### src/rtl/dimstep_pkg.sv
package dimstep_pkg;
  localparam int NUM_STEPS = 6;
  localparam int STEP_W    = $clog2(NUM_STEPS);
  localparam int REF_W     = 10;

  typedef logic [STEP_W-1:0] step_t;

  // reference per step, 0.5 mV units (percent of 250 mV times 2)
  function automatic logic [REF_W-1:0] step_ref(input step_t s);
    logic [REF_W-1:0] r;
    case (s)
      3'd0:    r = 10'd500;
      3'd1:    r = 10'd350;
      3'd2:    r = 10'd200;
      3'd3:    r = 10'd125;
      3'd4:    r = 10'd50;
      3'd5:    r = 10'd25;
      default: r = 10'd500;
    endcase
    return r;
  endfunction
endpackage

### src/rtl/dimstep_bo_qual.sv
module dimstep_bo_qual #(
  parameter int BLANK_CYC = 50000
) (
  input  logic clk,
  input  logic rst_n,
  input  logic clr,
  input  logic raw,
  output logic qual
);
  localparam int CNT_W = $clog2(BLANK_CYC + 1);
  localparam logic [CNT_W-1:0] LAST = CNT_W'(BLANK_CYC - 1);

  logic [CNT_W-1:0] cnt_q, cnt_d;
  logic             qual_q, qual_d;

  always_comb begin
    cnt_d  = cnt_q;
    qual_d = qual_q;
    if (clr || !raw) begin
      cnt_d  = '0;
      qual_d = 1'b0;
    end else if (cnt_q == LAST) begin
      qual_d = 1'b1;
    end else begin
      cnt_d = cnt_q + 1'b1;
    end
  end

  always_ff @(posedge clk or negedge rst_n) begin
    if (!rst_n) begin
      cnt_q  <= '0;
      qual_q <= 1'b0;
    end else begin
      cnt_q  <= cnt_d;
      qual_q <= qual_d;
    end
  end

  assign qual = qual_q;
endmodule

### src/rtl/dimstep_ladder.sv
module dimstep_ladder
  import dimstep_pkg::*;
(
  input  logic  clk,
  input  logic  rst_n,
  input  logic  clr,
  input  logic  qual,
  output logic  evt,
  output step_t step
);
  localparam step_t LAST_STEP = step_t'(NUM_STEPS - 1);

  logic  qual_d1;
  step_t step_q, step_d;
  logic  step_en;

  assign evt     = qual & ~qual_d1;
  assign step_en = clr | evt;

  always_comb begin
    if (clr)                    step_d = '0;
    else if (step_q == LAST_STEP) step_d = '0;
    else                        step_d = step_q + 1'b1;
  end

  always_ff @(posedge clk or negedge rst_n) begin
    if (!rst_n) begin
      qual_d1 <= 1'b0;
      step_q  <= '0;
    end else begin
      qual_d1 <= qual;
      if (step_en) step_q <= step_d;
    end
  end

  assign step = step_q;
endmodule

### src/rtl/dimstep_ofs_hyst.sv
module dimstep_ofs_hyst #(
  parameter int REF_W    = 10,
  parameter int OFF_CODE = 30,
  parameter int ON_CODE  = 40
) (
  input  logic             clk,
  input  logic             rst_n,
  input  logic [REF_W-1:0] ref_in,
  output logic             en
);
  logic en_q, en_d;

  always_comb begin
    en_d = en_q;
    if (en_q && (ref_in < REF_W'(OFF_CODE)))      en_d = 1'b0;
    else if (!en_q && (ref_in > REF_W'(ON_CODE))) en_d = 1'b1;
  end

  always_ff @(posedge clk or negedge rst_n) begin
    if (!rst_n) en_q <= 1'b1;
    else        en_q <= en_d;
  end

  assign en = en_q;
endmodule

### src/rtl/dimstep_seq.sv
module dimstep_seq
  import dimstep_pkg::*;
#(
  parameter int BLANK_CYC = 50000,
  parameter int OFF_CODE  = 30,
  parameter int ON_CODE   = 40
) (
  input  logic             clk,
  input  logic             rst_n,
  input  logic             bo_raw,
  input  logic             supply_rst,
  output logic [REF_W-1:0] ref_code,
  output logic [2:0]       step_idx,
  output logic             ofs_en
);
  logic  bo_q;
  logic  bo_evt;
  step_t step;

  dimstep_bo_qual #(.BLANK_CYC(BLANK_CYC)) u_qual (
    .clk(clk), .rst_n(rst_n), .clr(supply_rst), .raw(bo_raw), .qual(bo_q)
  );

  dimstep_ladder u_ladder (
    .clk(clk), .rst_n(rst_n), .clr(supply_rst), .qual(bo_q),
    .evt(bo_evt), .step(step)
  );

  assign ref_code = step_ref(step);
  assign step_idx = 3'(step);

  dimstep_ofs_hyst #(.REF_W(REF_W), .OFF_CODE(OFF_CODE), .ON_CODE(ON_CODE)) u_ofs (
    .clk(clk), .rst_n(rst_n), .ref_in(ref_code), .en(ofs_en)
  );
endmodule

### config.mk
export PLATFORM = sky130hd
export DESIGN_NAME = dimstep_seq
export DESIGN_NICKNAME = d
export VERILOG_FILES = /design/src/rtl/dimstep_pkg.sv /design/src/rtl/dimstep_bo_qual.sv /design/src/rtl/dimstep_ladder.sv /design/src/rtl/dimstep_ofs_hyst.sv /design/src/rtl/dimstep_seq.sv
export SDC_FILE = /design/constraint.sdc
export NUM_CORES = 1
export LEC_CHECK = 0
export CORE_AREA = 5 5 70 72
export DETAILED_ROUTE_END_ITERATION = 8
export DIE_AREA = 0 0 75 77
export PLACE_DENSITY = 0.46
export SLEW_MARGIN = 20
export SYNTH_ARGS = -nofsm -noshare
export SYNTH_HDL_FRONTEND = slang
export SYNTH_SLANG_ARGS = --single-unit
### constraint.sdc
create_clock -name clk -period 1.6 [get_ports clk]
set_input_delay 0.4 -clock clk [delete_from_list [all_inputs] [get_ports clk]]
set_output_delay 0.4 -clock clk [all_outputs]
set_load 0.005 [all_outputs]
==> results of run 1 <==
layout make-up:
type / instances / area [um2]
flip-flops and latches: 22 / 553.0
fillers: 426 / 2311
clock buffers: 4 / 55.05
well taps: 52 / 65.06
multi-input cells: 103 / 718.2
repair buffers: 61 / 510.5
inverters: 5 / 21.27
how the worst max path moves through the flow:
stage	end	slack, ns	cells past startpoint
finish	ref_code[2]	-0.26	5
global route	ref_code[2]	-0.30	6
floorplan	u_qual.cnt_q[1]	-0.08	4
CTS	ref_code[2]	-0.24	6
detailed placement	ref_code[2]	-0.42	6
global placement	ref_code[2]	-0.39	6
routing by layer:
metal	GRT usage (%)	part of all wire (%)	vias to the layer above
li1	-	-	591
met1	14.74	46	561
met5	0	0	-
met2	17.86	49	24
met4	2.669	1.1	0
met3	2.876	4.1	4
flip-flops by register name (all words and copies together) (netlist names):
signal,count
u_qual.cnt_q,16
u_ladder.step,3
u_ladder.qual_d1,1
u_ofs.en,1
u_qual.qual,1
stage by stage:
stage / hold WS, ns / utilization [%] / area [um2] / setup slack [ns]
2_1_floorplan: 0.1044 / - / 1227 / -0.08314
3_3_place_gp: 0.3803 / 39.42 / 1669 / -0.3921
3_5_place_dp: 0.3935 / 39.42 / 1669 / -0.4246
4_1_cts: 0.4117 / 43.50 / 1842 / -0.2436
5_1_grt: 0.4223 / 45.42 / 1923 / -0.3008
6_report: 0.4058 / 45.42 / 1923 / -0.2569
cells by family (layout without fill, tap and decap cells):
group | count (synthesis) | after routing | synth area share [%]
DFF | 22 | 22 | 45.32
and+or+nand+nor | 63 | 63 | 28.67
xor gates and xnor gates | 9 | 9 | 6.474
adders and majority gates | 3 | 3 | 3.084
other | 1 | 1 | 0.3080
muxes | 1 | 1 | 0.8222
buffers and inverters | 11 | 70 | 3.700
AOI/OAI and AO/OA | 26 | 26 | 11.61
power by group through the flow:
stage          combinational, mW  clock (mW)  sequential, mW
2_1_floorplan             0.0132           0           0.571
3_3_place_gp              0.0455           0           0.570
3_5_place_dp              0.0466           0           0.570
4_1_cts                   0.0471       0.411           0.559
5_1_grt                   0.0517       0.434           0.560
6_report                  0.0454       0.401           0.559
timing repair:
action | 4_1_cts | 5_1_grt
gates resized for setup | 59 | 25
pin swaps | 9 | 9
setup endpoints to repair | 18 | 19
setup buffers | 7 | 7
hold buffers | 0 | 0
layout by cell type, fill, tap and decap left out, drive strengths merged, types with 2 or more instances in the layout:
cell type,synthesis,final
and3,2,2
xnor2,5,5
nand4,4,4
clkbuf,5,6
nor4,2,2
a21oi,8,8
xor2,4,4
ha,3,3
nand2b,3,3
nand2,10,10
or2,2,2
inv,5,5
clkdlybuf4s50,0,3
nor2,18,18
dlygate4sd2,0,2
o21ai,13,13
nor3,2,2
buf,1,53
or3,5,5
nand3,8,8
dfrtp,21,21
==> PnR_summary.wiki, run 1 <==
{| class="wikitable"
! Metric !! Value
|-
| CTS tree || yes
|-
| Total die area || 5775 um2
|-
| Combined area of all synthesized cells || 1217 um2
|-
| First-pass GRT wire length || 5181 um
|-
| Clock Sinks || 22
|-
| Combinational fraction of design power || 4.5%
|-
| Global route total overflow || 0
|-
| Slowest cell on crit path || sky130_fd_sc_hd__dfrtp_1
|-
| Setup TNS Final || -1.370 ns
|-
| Crit Path Class || register to primary output
|-
| Proportion of layout cells with a drive suffix above 1 || 44.10%
|-
| Placed cell count || 230
|-
| CP Buf/Inv Count || 2
|-
| Depth of the most critical reg-to-reg path || 5
|-
| Post-route minimum period || 1.857 ns
|-
| Clock Pin Slew Worst Setup and Hold Paths || 0.08 ns
|-
| Number of flops mapped to enable cells by yosys || 0
|-
| Hold Vio Cnt, Final || 0
|-
| Setup slack of the worst register-to-register path || -0.09 ns
|-
| GP Congestion || 0.8742
|-
| Hold crit path type || register to register
|-
| Post-Synthesis Cells || 136
|-
| Post-synth ARST share || 100.0%
|-
| Detailed Place HPWL || 2114 um
|-
| Post-layout nets || 203
|-
| Data arrival time at the worst-slack endpoint || 1.46 ns
|-
| Count of cell types in the netlist || 37
|-
| Count of endpoints failing setup in the final report || 12
|-
| Routed length per instance || 12.43 um
|-
| Worst r2r src || u_qual.cnt_q[11]
|-
| Most common library cells after synthesis || sky130_fd_sc_hd__dfrtp_1 (21), sky130_fd_sc_hd__nor2_1 (18), sky130_fd_sc_hd__o21ai_0 (12), sky130_fd_sc_hd__nand2_1 (10)
|-
| Initial Util || 28.75%
|-
| Biggest area consumer among synthesized cells || sky130_fd_sc_hd__dfrtp_1
|-
| Height of the chip || 77 um
|-
| Library cell with the highest instance count after synthesis || sky130_fd_sc_hd__dfrtp_1
|-
| Worst Skew || 0.003144 ns
|-
| Fin worst setup slack || -0.2569 ns
|-
| Number of CTS-inserted buffers || 3
|-
| Root Buffer Master || sky130_fd_sc_hd__clkbuf_8
|-
| Detailed-routing iteration count for the pre-antenna-repair pass || 4
|-
| Core Footprint || 4234 um2
|-
| Yosys warnings || 0
|-
| Number of standard-cell rows in the floorplan || 24
|-
| PnR Total Power || 1.006 mW
|-
| Growth of design area from synthesis to finish || 57.96%
|-
| Upper clock frequency limit || 0.5385 GHz
|-
| Detailed-route DRC error count || 0
|-
| Power density normalized to cell area || 523.0 nW/um2
|-
| Worst Hold Path Cells || 0
|-
| Count of port buffers added during placement || 16
|-
| Unrepaired setup endpoints after global routing || true
|-
| Portion of total power attributed to sequential cells || 55.6%
|-
| Cell-internal power || 0.7968 mW
|-
| Overall global routing resource usage || 11.13%
|-
| Nature of the critical path endpoint || primary output
|-
| Data required time of the critical path || 1.20 ns
|-
| Area share of the largest cell type after synthesis || 43.17%
|-
| Peak supply drop || 0.0004727 V
|-
| Initial antenna violation count || 0
|-
| Count of boundary I/O pins || 18
|-
| Source-to-sink clock delay at the later pin of the worst-skew pair || 0.26 ns
|-
| Max Fanout on Critical Path || 3
|-
| Ordered cell list for the critical path || buf_6 > and2_4 > ha_4 > or2_4 > buf_6
|-
| Overall via count from detail_route || 1,180
|-
| H-tree Lvls || 1
|-
| Launch point of the worst path || u_ladder.step[1]
|-
| Biggest area contributors in the synthesized netlist || sky130_fd_sc_hd__dfrtp_1 (43%), sky130_fd_sc_hd__nor2_1 (5.5%), sky130_fd_sc_hd__o21ai_0 (4.9%)
|-
| Destination of the worst hold path || u_ladder.qual_d1
|-
| Critical Path Start Type || register
|-
| Pin count of the biggest net entering global routing || 23
|-
| Hold Startpoint || u_qual.qual
|-
| Via density || 4.777
|-
| Share of the clock period used by the worst path after layout || 116.1%
|-
| CP delay by family, top || flip-flops
|-
| Result of the run || finished, violations left
|-
| Longest Clk Path Bufs || 2
|-
| Violated checks || setup timing
|-
| Vias in the first global route || 1,151
|-
| Clock power frac || 39.9%
|-
| Net switching power figure || 0.2089 mW
|-
| Mean post-synth cell area || 8.952 um2
|-
| Maximum cell stage delay along the critical path || 0.41 ns
|-
| Max-cap viol count || 0
|-
| Switching share of power || 20.77%
|-
| Overall die width || 75 um
|-
| DRC violation total after the first TritonRoute iteration || 33
|-
| Terminus of the critical flop-to-flop path || u_qual.cnt_q[1]
|-
| Total detailed-routing wirelength || 3069 um
|-
| Antenna cell count || 0
|-
| Leakage power of the design || 0.8506 nW
|-
| Number of antenna-violating nets in the routed design || 0
|-
| Synth Net Count || 143
|-
| Post-route insts no fill || 247
|-
| CP most frequent cell || sky130_fd_sc_hd__buf_6
|-
| Flops & latches, synth || 22
|-
| Max Transition Viols Final || 0
|-
| Primary FF master, synth || sky130_fd_sc_hd__dfrtp_1
|-
| Proportion of synthesized chip area in sequential cells || 45.32%
|}
No activity file was read; power rests on OpenSTA's default activity.
==> inputs of run 2 (changes only) <==
--- a/config.mk
+++ b/config.mk
@@ -8,7 +8,8 @@
 export CORE_AREA = 5 5 70 72
 export DETAILED_ROUTE_END_ITERATION = 8
 export DIE_AREA = 0 0 75 77
-export PLACE_DENSITY = 0.46
+export DONT_BUFFER_PORTS = 1
+export PLACE_DENSITY = 0.4
 export SLEW_MARGIN = 20
 export SYNTH_ARGS = -nofsm -noshare
 export SYNTH_HDL_FRONTEND = slang
==> run 2 against run 1 <==
Net effect: the flow still finishes with violations (setup timing); via count down 11%; non-clock buffer count decreased by 35; count of clock-buffer cells in the layout did not move; final cell count is 14% lower; total power down 5.2%; largest cell class unchanged; critical path depth down 1; hold slack worse by 0.31 ns; cell area decreased by 16%; sequential power is essentially flat; core utilization decreased by 7.3 points; flip-flop and latch count stayed put.
==> PnR_summary.wiki, run 2 (same netlist as run 1, synthesis figures left out) <==
{| class="wikitable"
! Metric !! Value
|-
| Peak supply drop || 0.0004211 V
|-
| Post-route insts no fill || 212
|-
| Initial Util || 28.75%
|-
| Clock Pin Slew Worst Setup and Hold Paths || 0.08 ns
|-
| Critical Path Start Type || register
|-
| Most common cell after layout, fill and taps aside || sky130_fd_sc_hd__buf_4
|-
| Data arrival time at the worst-slack endpoint || 1.33 ns
|-
| Number of antenna-violating nets in the routed design || 0
|-
| Leakage power of the design || 0.6538 nW
|-
| First-pass GRT wire length || 4968 um
|-
| Power density normalized to cell area || 590.5 nW/um2
|-
| Count of endpoints failing setup in the final report || 11
|-
| Number of standard-cell rows in the floorplan || 24
|-
| Root Buffer Master || sky130_fd_sc_hd__clkbuf_8
|-
| Pin count of the biggest net entering global routing || 23
|-
| Total die area || 5775 um2
|-
| Fin worst setup slack || -0.1311 ns
|-
| Flip-flop count of the largest register, all copies and words added || 16
|-
| Overall die width || 75 um
|-
| Upper clock frequency limit || 0.5777 GHz
|-
| Count of port buffers added during placement || 0
|-
| Top reg by flops || u_qual.cnt_q
|-
| Antenna cell count || 0
|-
| GP Congestion || 0.7677
|-
| Overall global routing resource usage || 11.16%
|-
| Vias in the first global route || 1,021
|-
| Post-route worst hold slack || 0.09478 ns
|-
| Post-route minimum period || 1.731 ns
|-
| Result of the run || finished, violations left
|-
| Proportion of layout cells with a drive suffix above 1 || 33.75%
|-
| Max Fanout on Critical Path || 3
|-
| Core Footprint || 4234 um2
|-
| Nature of the critical path endpoint || primary output
|-
| Overall via count from detail_route || 1,046
|-
| Height of the chip || 77 um
|-
| CTS tree || yes
|-
| Share of the clock period used by the worst path after layout || 108.2%
|-
| Global route total overflow || 0
|-
| Max-cap viol count || 0
|-
| Max Transition Viols Final || 0
|-
| Detailed Place HPWL || 2048 um
|-
| Detailed-route DRC error count || 0
|-
| Highest-count cells in the layout ignoring fill and taps || sky130_fd_sc_hd__buf_4 (20), sky130_fd_sc_hd__nor2_1 (17), sky130_fd_sc_hd__dfrtp_1 (17), sky130_fd_sc_hd__nand2_1 (8)
|-
| DRC violation total after the first TritonRoute iteration || 21
|-
| Number of CTS-inserted buffers || 3
|-
| Source-to-sink clock delay at the later pin of the worst-skew pair || 0.26 ns
|-
| Slew at the pin with the worst max-slew slack || 0.5097 ns
|-
| Worst max-slew margin expressed relative to the limit || 66.02%
|-
| Violated checks || setup timing
|-
| Crit Path Class || register to primary output
|-
| Hold crit path type || input pin to asynchronous set/reset pin
|-
| Initial antenna violation count || 0
|-
| Clock Sinks || 22
|-
| Data required time of the critical path || 1.20 ns
|-
| Post-layout nets || 168
|-
| H-tree Lvls || 1
|-
| Unrepaired setup endpoints after global routing || true
|-
| Routed length per instance || 13.64 um
|-
| Hold Vio Cnt, Final || 0
|-
| Growth of design area from synthesis to finish || 32.58%
|-
| Via density || 4.934
|-
| Detailed-routing iteration count for the pre-antenna-repair pass || 4
|-
| Worst Skew || 0.005394 ns
|-
| Placed cell count || 204
|-
| Longest Clk Path Bufs || 2
|-
| Count of boundary I/O pins || 18
|-
| Total detailed-routing wirelength || 2892 um
|}
run 2: per-stage QoR:
step                area (um2)  setup TNS [ns]  setup slack [ns]  total power, mW  utilization (%)
floorplan                 1227         -0.2745          -0.08314           0.5843                -
global placement          1421        -0.09809          -0.06666           0.5907            33.57
detailed placement        1421         -0.1346          -0.06463           0.5913            33.57
CTS                       1548          -1.003           -0.1316           0.9688            36.55
global route              1614          -1.690           -0.2095           0.9991            38.12
finish                    1614         -0.6883           -0.1311           0.9531            38.12
run 2: worst paths after layout:
kind | startpoint | end | slack [ns] | cells after the start
max | u_ladder.step[2] | ref_code[2] | -0.13 | 4
min | rst_n | u_qual.cnt_q[14] | 0.09 | 1
max reg2reg | u_qual.cnt_q[11] | u_qual.cnt_q[1] | -0.08 | 5
min reg2reg | u_qual.qual | u_ladder.qual_d1 | 0.41 | 0
max in group asynchronous | rst_n | u_qual.cnt_q[3] | 1.13 | 1
min in group clk | supply_rst | u_ladder.step[0] | 0.19 | 1
run 2: metal layers:
layer	wire (um)	global-route usage [%]	vias up
li1	-	-	522
met1	1396	14.90	512
met2	1389	17.42	8
met3	65	1.961	4
met4	41	4.626	0
met5	0	0	-
run 2: area by class of cell:
| type | instances | area (um2) |
|---|---|---|
| clock buffers | 4 | 45.04 |
| fillers | 430 | 2620 |
| inverters | 5 | 21.27 |
| multi-input cells | 103 | 705.7 |
| flip-flops and latches | 22 | 556.8 |
| well taps | 52 | 65.06 |
| repair buffers | 26 | 220.2 |
run 2: where the power goes:
group	switching, mW	internal [mW]	leakage, nW
Clock	0.184	0.178	0.0228
Combinational	0.0233	0.00922	0.335
Sequential	0.00143	0.558	0.296
run 2: worst max-delay path: stages (launching register included):
cell                      delay (ns)
sky130_fd_sc_hd__dfrtp_1        0.42
sky130_fd_sc_hd__buf_6          0.13
sky130_fd_sc_hd__inv_1          0.06
sky130_fd_sc_hd__ha_1           0.21
sky130_fd_sc_hd__or2_4          0.25
run 2: what timing repair did:
action | in CTS | in global routing
hold buffers | 1 | 0
buffers inserted | 3 | 0
resized for setup | 16 | 19
gates cloned | 0 | 0
pin swaps | 4 | 8
hold endpoints to repair | 22 | 0
endpoints found under the setup margin | 13 | 17
==> inputs of run 3 (changes only) <==
--- a/config.mk
+++ b/config.mk
@@ -5,12 +5,12 @@
 export SDC_FILE = /design/constraint.sdc
 export NUM_CORES = 1
 export LEC_CHECK = 0
-export CORE_AREA = 5 5 70 72
+export CORE_AREA = 5 5 54 56
 export DETAILED_ROUTE_END_ITERATION = 8
-export DIE_AREA = 0 0 75 77
+export DIE_AREA = 0 0 59 61
 export DONT_BUFFER_PORTS = 1
-export PLACE_DENSITY = 0.4
-export SLEW_MARGIN = 20
+export PLACE_DENSITY = 0.65
+export SLEW_MARGIN = 15
 export SYNTH_ARGS = -nofsm -noshare
 export SYNTH_HDL_FRONTEND = slang
 export SYNTH_SLANG_ARGS = --single-unit
==> run 3 against run 2 <==
Net effect: the run still ends with setup timing left; register-to-register slack got worse by 0.08 ns; non-clock buffer count increased by 9; first-iteration DRC count up 140%; highest routed layer unchanged; worst setup slack got worse by 0.15 ns; sequential power about the same; die area shrank 38%; critical endpoint is now ref_code[5].
==> PnR_summary.wiki, run 3 (same netlist as run 1, synthesis figures left out) <==
{| class="wikitable"
! Metric !! Value
|-
| H-tree Lvls || 1
|-
| First-pass GRT wire length || 5002 um
|-
| Via density || 5.729
|-
| Power density normalized to cell area || 594.2 nW/um2
|-
| Number of antenna-violating nets in the routed design || 0
|-
| Count of endpoints failing setup in the final report || 12
|-
| Setup slack of the worst register-to-register path || -0.16 ns
|-
| Multi-input gate area || 769.5 um2
|-
| Flip-flop count of the largest register, all copies and words added || 16
|-
| Data arrival time at the worst-slack endpoint || 1.48 ns
|-
| Initial antenna violation count || 0
|-
| Detailed-route DRC error count || 0
|-
| Final standard cell area without fillers || 1732 um2
|-
| Antenna cell count || 0
|-
| Switching share of power || 20.26%
|-
| Nature of the critical path endpoint || primary output
|-
| Routed length per instance || 15.91 um
|-
| GP Congestion || 0.8518
|-
| Maximum cell stage delay along the critical path || 0.43 ns
|-
| Worst max-slew margin expressed relative to the limit || 29.14%
|-
| Post-route worst hold slack || 0.1144 ns
|-
| Cell-internal power || 0.8205 mW
|-
| Count of port buffers added during placement || 0
|-
| Upper clock frequency limit || 0.5318 GHz
|-
| Growth of design area from synthesis to finish || 42.24%
|-
| Share of the clock period used by the worst path after layout || 117.5%
|-
| Overall die width || 59 um
|-
| Detailed-routing iteration count for the pre-antenna-repair pass || 4
|-
| Hold crit path type || input pin to register
|-
| DRC violation total after the first TritonRoute iteration || 51
|-
| Peak supply drop || 0.0004906 V
|-
| Result of the run || finished, violations left
|-
| Top reg by flops || u_qual.cnt_q
|-
| Destination of the worst hold path || u_ladder.step[0]
|-
| Fin worst setup slack || -0.2803 ns
|-
| Leakage power of the design || 0.6953 nW
|-
| Vias in the first global route || 1,129
|-
| Longest Clk Path Bufs || 2
|-
| Clock Pin Slew Worst Setup and Hold Paths || 0.12 ns
|-
| Violated checks || setup timing
|-
| Total detailed-routing wirelength || 3166 um
|-
| Pin count of the biggest net entering global routing || 23
|-
| CTS tree || yes
|-
| Unrepaired setup endpoints after global routing || true
|-
| Worst Skew || 0.001058 ns
|-
| Max-cap viol count || 0
|-
| Max Fanout on Critical Path || 4
|-
| Post-route minimum period || 1.880 ns
|-
| Worst Hold Path Cells || 1
|-
| Max Transition Viols Final || 0
|-
| Highest-count cells in the layout ignoring fill and taps || sky130_fd_sc_hd__buf_4 (26), sky130_fd_sc_hd__dfrtp_1 (18), sky130_fd_sc_hd__nor2_1 (16), sky130_fd_sc_hd__nand2_1 (8), sky130_fd_sc_hd__buf_6 (8)
|-
| Root Buffer Master || sky130_fd_sc_hd__clkbuf_4
|-
| Crit Path Class || register to primary output
|-
| Proportion of layout cells with a drive suffix above 1 || 42.60%
|-
| Sequential Area || 555.5 um2
|-
| Clock Sinks || 22
|-
| Cell Area, Placed || 1431 um2
|-
| Depth of the most critical reg-to-reg path || 5
|-
| Slowest cell on crit path || sky130_fd_sc_hd__dfrtp_1
|-
| Data required time of the critical path || 1.20 ns
|-
| Number of CTS-inserted buffers || 3
|-
| Combinational fraction of design power || 3.1%
|-
| Terminus of the critical flop-to-flop path || u_qual.cnt_q[1]
|-
| Number of standard-cell rows in the floorplan || 18
|-
| Source-to-sink clock delay at the later pin of the worst-skew pair || 0.32 ns
|-
| Global route total overflow || 0
|-
| Slew at the pin with the worst max-slew slack || 1.059 ns
|-
| Portion of total power attributed to sequential cells || 54.4%
|-
| Most common cell after layout, fill and taps aside || sky130_fd_sc_hd__buf_4
|-
| Height of the chip || 61 um
|-
| Overall global routing resource usage || 18.90%
|-
| Clock power frac || 42.5%
|-
| Total die area || 3599 um2
|-
| Detailed Place HPWL || 1967 um
|-
| Worst r2r src || u_qual.cnt_q[7]
|-
| Critical Path Start Type || register
|-
| Count of boundary I/O pins || 18
|-
| Ordered cell list for the critical path || inv_2 > ha_4 > o21ai_0 > o211ai_1
|-
| Initial Util || 51.00%
|-
| Hold Startpoint || supply_rst
|-
| Filler instances || 171
|-
| Core Footprint || 2387 um2
|-
| Post-layout nets || 177
|-
| Net switching power figure || 0.2085 mW
|-
| Overall via count from detail_route || 1,140
|-
| Hold Vio Cnt, Final || 0
|}
==> run 3: worst max-delay path by stage <==
stage / start / endpoint / slack, ns / depth (start not counted)
6_report: u_ladder.step[1] / ref_code[5] / -0.28 / 4
5_1_grt: u_ladder.step[1] / ref_code[5] / -0.33 / 5
4_1_cts: u_ladder.step[1] / ref_code[5] / -0.25 / 5
3_5_place_dp: u_qual.cnt_q[13] / u_qual.cnt_q[1] / -0.14 / 5
3_3_place_gp: u_qual.cnt_q[13] / u_qual.cnt_q[1] / -0.07 / 5
2_1_floorplan: u_qual.cnt_q[7] / u_qual.cnt_q[1] / -0.08 / 4
==> run 3: per-stage QoR <==
stage | util, % | TNS, ns | setup slack [ns] | total power, mW | std cells
finish | 72.54 | -1.714 | -0.2803 | 1.029 | 199
global route | 72.54 | -2.709 | -0.3297 | 1.067 | 199
CTS | 67.66 | -1.443 | -0.2484 | 1.031 | 197
floorplan | - | -0.2745 | -0.08314 | 0.5843 | 136
detailed placement | 59.96 | -0.3876 | -0.1403 | 0.5888 | 187
global placement | 59.96 | -0.1159 | -0.07282 | 0.5880 | 187
==> run 3: layout make-up <==
type	instances	area share (%)
well taps	30	2.168
inverters	5	1.228
repair buffers	35	17.05
flip-flops and latches	22	32.08
multi-input cells	103	44.44
clock inverters	1	1.734
clock buffers	3	1.301
==> run 3: power groups by stage <==
stage / clock [mW] / sequential, mW / combinational, mW
after detailed placement: 0 / 0.571 / 0.0181
after CTS: 0.440 / 0.560 / 0.0319
after global routing: 0.471 / 0.560 / 0.0358
after global placement: 0 / 0.570 / 0.0176
after floorplan: 0 / 0.571 / 0.0132
final: 0.437 / 0.560 / 0.0318
==> run 3: critical path, delay by kind of cell (launching register included) <==
family / cells / cell delay (ns)
flops: 1 / 0.43
buf+inv: 1 / 0.09
compound gates: 2 / 0.42
fa+ha+maj: 1 / 0.21
==> run 3: repair_timing <==
action | CTS | global route
pin swaps | 10 | 10
hold endpoints to repair | 22 | 0
cloned | 1 | 0
buffers inserted | 4 | 3
setup endpoints to repair | 14 | 18
hold buffers | 1 | 0
resized for setup | 26 | 23
==> run 3: metal layers <==
| metal | share of wire, % | GRT usage, % | routed length, um | vias to the layer above |
|---|---|---|---|---|
| met5 | 0 | 0 | 0 | - |
| met4 | 2.7 | 12.62 | 84 | 0 |
| met3 | 4.9 | 3.404 | 155 | 7 |
| met2 | 53 | 34.54 | 1673 | 30 |
| met1 | 40 | 19.73 | 1252 | 561 |
| li1 | - | - | - | 542 |
